`src/rtl/i2cw_pkg.sv`:
```
package i2cw_pkg;

  typedef enum logic [2:0] {
    ST_IDLE,
    ST_ADDR,
    ST_SUB,
    ST_DATA,
    ST_SKIP
  } xfer_state_t;

  // subaddress byte fits in the sub_w-bit subaddress space
  function automatic logic sub_fits(input logic [7:0] b, input int sub_w);
    return (b >> sub_w) == 8'd0;
  endfunction

  // next subaddress, wrapping at the top of the space
  function automatic logic [3:0] sub_next(input logic [3:0] s);
    return s + 4'd1;
  endfunction

endpackage

```
`src/rtl/i2cw_sync.sv`:
```
module i2cw_sync #(
  parameter int STAGES = 2
) (
  input  logic clk,
  input  logic rst_n,
  input  logic scl_i,
  input  logic sda_i,
  output logic scl_s,
  output logic sda_s,
  output logic scl_rise,
  output logic scl_fall,
  output logic start_evt,
  output logic stop_evt
);
  localparam int CW = 2 * STAGES;

  logic [CW-1:0] chain;
  logic          scl_q, sda_q;

  always_ff @(posedge clk or negedge rst_n) begin
    if (!rst_n) begin
      chain <= '1;
      scl_q <= 1'b1;
      sda_q <= 1'b1;
    end else begin
      chain <= {chain[CW-3:0], scl_i, sda_i};
      scl_q <= scl_s;
      sda_q <= sda_s;
    end
  end

  assign scl_s     = chain[CW-1];
  assign sda_s     = chain[CW-2];
  assign scl_rise  = scl_s & ~scl_q;
  assign scl_fall  = ~scl_s & scl_q;
  assign start_evt = scl_s & scl_q & sda_q & ~sda_s;
  assign stop_evt  = scl_s & scl_q & ~sda_q & sda_s;
endmodule

```
`src/rtl/i2cw_rx.sv`:
```
module i2cw_rx #(
  parameter int DATA_W = 8
) (
  input  logic              clk,
  input  logic              rst_n,
  input  logic              restart,
  input  logic              active,
  input  logic              scl_rise,
  input  logic              scl_fall,
  input  logic              sda_s,
  output logic [DATA_W-1:0] rx_byte,
  output logic              byte_done,
  output logic              ack_end,
  output logic              in_ack
);
  localparam int CNT_W = $clog2(DATA_W + 1);
  localparam logic [CNT_W-1:0] FULL = CNT_W'(DATA_W);

  logic [CNT_W-1:0] bit_cnt;

  assign byte_done = active & scl_fall & (bit_cnt == FULL) & ~in_ack;
  assign ack_end   = active & scl_fall & in_ack;

  always_ff @(posedge clk or negedge rst_n) begin
    if (!rst_n) begin
      bit_cnt <= '0;
      in_ack  <= 1'b0;
      rx_byte <= '0;
    end else if (restart || !active) begin
      bit_cnt <= '0;
      in_ack  <= 1'b0;
    end else if (scl_rise && bit_cnt < FULL) begin
      rx_byte <= {rx_byte[DATA_W-2:0], sda_s};
      bit_cnt <= bit_cnt + 1'b1;
    end else if (byte_done) begin
      in_ack <= 1'b1;
    end else if (ack_end) begin
      in_ack  <= 1'b0;
      bit_cnt <= '0;
    end
  end
endmodule

```
`src/rtl/i2c_wr_slave.sv`:
```
module i2c_wr_slave
  import i2cw_pkg::*;
#(
  parameter int              SYNC_STAGES = 2,
  parameter int              SUB_W       = 4,
  parameter logic [6:0]      DEV_ADDR    = 7'b1000100,
  parameter logic [15:0]     RSVD_MASK   = 16'hCB80
) (
  input  logic             clk,
  input  logic             rst_n,
  input  logic             scl_i,
  input  logic             sda_i,
  input  logic             buf_en,
  output logic             sda_oe,
  output logic             wr_stb,
  output logic [SUB_W-1:0] wr_addr,
  output logic [7:0]       wr_data
);
  localparam logic [7:0] ADDR_BYTE = {DEV_ADDR, 1'b0};

  // named internal events, used by the bound checker
  logic scl_s, sda_s, scl_rise, scl_fall, start_evt, stop_evt;
  logic byte_done, ack_end, in_ack, bus_busy;
  logic [7:0] rx_byte;

  xfer_state_t      state, nxt;
  logic             acc, took_one, write_go;
  logic [SUB_W-1:0] sub_q;

  i2cw_sync #(.STAGES(SYNC_STAGES)) u_sync (
    .clk(clk), .rst_n(rst_n), .scl_i(scl_i), .sda_i(sda_i),
    .scl_s(scl_s), .sda_s(sda_s), .scl_rise(scl_rise), .scl_fall(scl_fall),
    .start_evt(start_evt), .stop_evt(stop_evt)
  );

  assign bus_busy = (state != ST_IDLE);

  i2cw_rx #(.DATA_W(8)) u_rx (
    .clk(clk), .rst_n(rst_n), .restart(start_evt), .active(bus_busy),
    .scl_rise(scl_rise), .scl_fall(scl_fall), .sda_s(sda_s),
    .rx_byte(rx_byte), .byte_done(byte_done), .ack_end(ack_end), .in_ack(in_ack)
  );

  always_comb begin
    acc = 1'b0;
    nxt = state;
    unique case (state)
      ST_ADDR: begin
        acc = (rx_byte == ADDR_BYTE);
        nxt = acc ? ST_SUB : ST_SKIP;
      end
      ST_SUB: begin
        acc = sub_fits(rx_byte, SUB_W);
        nxt = acc ? ST_DATA : ST_SKIP;
      end
      ST_DATA: begin
        acc = !buf_en || !took_one;
        nxt = acc ? ST_DATA : ST_SKIP;
      end
      default: begin
        acc = 1'b0;
        nxt = state;
      end
    endcase
  end

  assign write_go = byte_done && (state == ST_DATA) && acc;

  always_ff @(posedge clk or negedge rst_n) begin
    if (!rst_n) begin
      state    <= ST_IDLE;
      sda_oe   <= 1'b0;
      wr_stb   <= 1'b0;
      wr_addr  <= '0;
      wr_data  <= '0;
      sub_q    <= '0;
      took_one <= 1'b0;
    end else begin
      wr_stb <= 1'b0;
      if (start_evt) begin
        state    <= ST_ADDR;
        sda_oe   <= 1'b0;
        took_one <= 1'b0;
      end else if (stop_evt) begin
        state  <= ST_IDLE;
        sda_oe <= 1'b0;
      end else if (byte_done) begin
        sda_oe <= acc;
        state  <= nxt;
        if (state == ST_SUB && acc) begin
          sub_q    <= rx_byte[SUB_W-1:0];
          took_one <= 1'b0;
        end
        if (write_go) begin
          took_one <= 1'b1;
          sub_q    <= sub_next(sub_q);
          wr_addr  <= sub_q;
          wr_data  <= rx_byte;
          wr_stb   <= ~RSVD_MASK[sub_q];
        end
      end else if (ack_end) begin
        sda_oe <= 1'b0;
      end
    end
  end
endmodule

```
`config.mk`:
```
export PLATFORM = sky130hd
export DESIGN_NAME = i2c_wr_slave
export DESIGN_NICKNAME = d
export VERILOG_FILES = /design/src/rtl/i2cw_pkg.sv /design/src/rtl/i2cw_sync.sv /design/src/rtl/i2cw_rx.sv /design/src/rtl/i2c_wr_slave.sv
export SDC_FILE = /design/constraint.sdc
export NUM_CORES = 1
export LEC_CHECK = 0
export BUFFER_PORTS_ARGS = -buffer_cell sky130_fd_sc_hd__buf_2
export CAP_MARGIN = 20
export CORE_MARGIN = 8
export CORE_UTILIZATION = 58
export CTS_CLUSTER_SIZE = 25
export DETAILED_ROUTE_END_ITERATION = 7
export PLACE_DENSITY = 0.78
export SYNTH_ARGS = -nofsm -noshare
export SYNTH_HDL_FRONTEND = slang
export SYNTH_HIERARCHICAL = 1
export SYNTH_SLANG_ARGS = --single-unit
```
`constraint.sdc`:
```
create_clock -name clk -period 3 [get_ports clk]
set_input_delay 0.3 -clock clk [delete_from_list [all_inputs] [get_ports clk]]
set_output_delay 0.3 -clock clk [all_outputs]
set_load 0.01 [all_outputs]
```
==> run summary <==
Worst hold path type: input pin to flop
Antenna Cells: 0
Post-DRT Antenna Nets: 0
Layout overhead on the synthesized area: 9.33%
Die Y: 73.7 µm
Final period util: 86.8%
Postcts setup bufs: 0
Mean Syn Cell Area: 12.6 µm²
Worst EP arrival: 2.84 ns
Sequential share of power: 62.5%
DR iter-0 viols: 83
Worst-margin pin slew: 0.878 ns
Peak supply drop: 0.289 mV
Number of nets in the layout: 186
Root buf cell: clkbuf_4
Design area: 0.00211 mm²
Sw Share: 28.4%
First-pass iteration count of the detailed router: 4
Core ar.: 0.00326 mm²
GP Congestion: 0.887
Max-slew violation count: 0
Sw power: 0.316 mW
Drt drc: 0
Clock Latency Late Sink: 0.35 ns
Post-route minimum period: 2.60 ns
GRT Residual Overflow: 0
Final hold vios: 0
Clk pwr share: 23.9%
Port buffer count: 18
P_leak: 1.01 nW
Final std cells w/o fill: 223
Combinational share of power: 13.6%
Placed Area: 0.00206 mm²
CTS buffer count: 5
Number of global-route vias before repair: 1,308
Unrepaired setup endpoints after global routing: no
Most frequent cells in the layout: dfrtp_1 (35), buf_2 (18), mux2_2 (14)
Max Root-Sink Buffers: 2
Clock-pin slew on the worst setup and hold paths: 0.11 ns
First-pass GRT wire length: 5860 µm
Total power: 1.11 mW
P_int: 0.796 mW
Via count: 1,263
Worst hold slack: 0.0414 ns
Slew headroom: 41.4%
GRT Util Overall: 13.8%
Max Cap Viol: 0
Drt via density: 5.66
PwrDens: 527 mW/mm²
Post-synth ARST share: 100%
#FFs+latches synth: 41
Yosys cell types: 43
Post-synth EDFFs: 0
Post-Syn Area: 0.00193 mm²
Post-Syn Nets: 163
F_max: 384 MHz
Die Area: 0.00543 mm²
Seq/Total Area, Yosys: 53.5%
CTS tree: done
Status: finished clean
# IOs: 19
Critical path class: flop to flop
# rows: 21
Main flop type after synthesis: dfrtp_1
Wire per inst: 14.9 µm
Placed cell count: 215
Post-CTS resize count: 0
Largest net degree at the start of global routing: 42
Post-route setup TNS: 0 ns
Hold buffers post-CTS: 0
Critical path endpoint category: flop
CP Launch Type: flop
Fraction of layout cells with a size suffix above 1: 35.0%
Max FO, Critical Path: 14
Final Skew: 0.00761 ns
Initial antenna violation count: 0
Die Width: 73.7 µm
Post-DP HPWL: 2370 µm
CP required: 3.24 ns
Commonest non-fill, non-tap cell in the layout: dfrtp_1
Final wirelength: 3330 µm
Setup violators final: 0
H-tree depth: 2
Syn Inst Count: 153
Ys Warns: 6
Initial Util: 59.3%
CTS Sinks: 41
synth_stat cells, types with 2 or more instances:
library cell | count | area share (%)
and4b_1 | 2 | 1.0
nor2_1 | 8 | 1.6
mux2_2 | 14 | 8.2
nand2b_1 | 3 | 0.97
ha_1 | 5 | 3.2
mux2_4 | 8 | 6.2
nor4b_1 | 2 | 0.91
buf_6 | 2 | 1.2
o21a_1 | 2 | 0.78
dfrtp_1 | 35 | 45
o21ai_0 | 2 | 0.52
nor3_1 | 2 | 0.52
mux2i_1 | 2 | 1.0
nor2b_1 | 4 | 1.3
dfstp_2 | 6 | 8.2
a21oi_1 | 8 | 2.1
nand3_1 | 6 | 1.6
inv_1 | 5 | 0.97
and3_1 | 3 | 0.97
nand4_1 | 2 | 0.65
nand2_1 | 10 | 1.9
sequential cells by signal, indices dropped and copies added (netlist names), 3 cells and up:
signal and count:
wr_addr 4, state 3, wr_data 8, u_rx/rx_byte 8
u_rx/bit_cnt 4, sub_q 4, u_sync/chain 4
through the flow:
stage          util, %  setup slack, ns
2_1_floorplan        -            0.660
3_3_place_gp      63.2            0.567
3_5_place_dp      63.2            0.428
4_1_cts           64.8            0.409
5_1_grt           64.8            0.155
6_report          64.8            0.397
worst paths after layout:
| kind | end | cells after the start | startpoint | slack [ns] |
|---|---|---|---|---|
| worst max-delay path | wr_data[4] | 8 | u_sync/scl_q | 0.40 |
| worst min-delay path | u_sync/chain[1] | 1 | scl_i | 0.04 |
| worst max register to register | wr_data[4] | 8 | u_sync/scl_q | 0.40 |
| worst min register to register | u_sync/chain[3] | 0 | u_sync/chain[1] | 0.36 |
| max in group asynchronous | wr_data[4] | 1 | rst_n | 2.39 |
| min in group asynchronous | u_rx/bit_cnt[2] | 1 | rst_n | 0.06 |
power groups by stage:
stage / clock network, mW / logic [mW] / registers, mW
final: 0.266 / 0.151 / 0.695
after detailed placement: 0 / 0.151 / 0.706
after global routing: 0.295 / 0.168 / 0.710
after global placement: 0 / 0.143 / 0.701
after CTS: 0.271 / 0.151 / 0.696
after floorplan: 0 / 0.122 / 0.681
kinds of logic after synthesis:
family,Yosys count,synth area share [%]
and+or+nand+nor,55,17.9
muxes,24,15.4
DFF,41,53.5
AOI/OAI and AO/OA,20,7.58
adders and majority gates,5,3.24
buffers and inverters,8,2.40
cell type report:
type                       count  area (µm²)
sequential                    41        1030
tap                           46        57.6
clock inverter                 1        7.51
clock buffer                   7        45.0
fill                         291        1150
multi-input combinational    104         852
inverter                       5        18.8
timing repair buffer          19        97.6
per-layer routing:
layer	track usage (%)	routed length [µm]
met4	5.54	26
met2	21.3	1510
met5	0	0
met3	4.77	192
met1	17.2	1600
critical path: stages, from the launching register on:
cell and delay, ns:
dfstp_2 0.56, nor2b_1 0.23, nand4bb_1 0.13, nor2_1 0.29
nor2b_1 0.24, nand3_1 0.14, a31oi_4 0.33, nand2_4 0.23
mux2_4 0.35
Note: power is estimated with default switching activity, not from simulation.
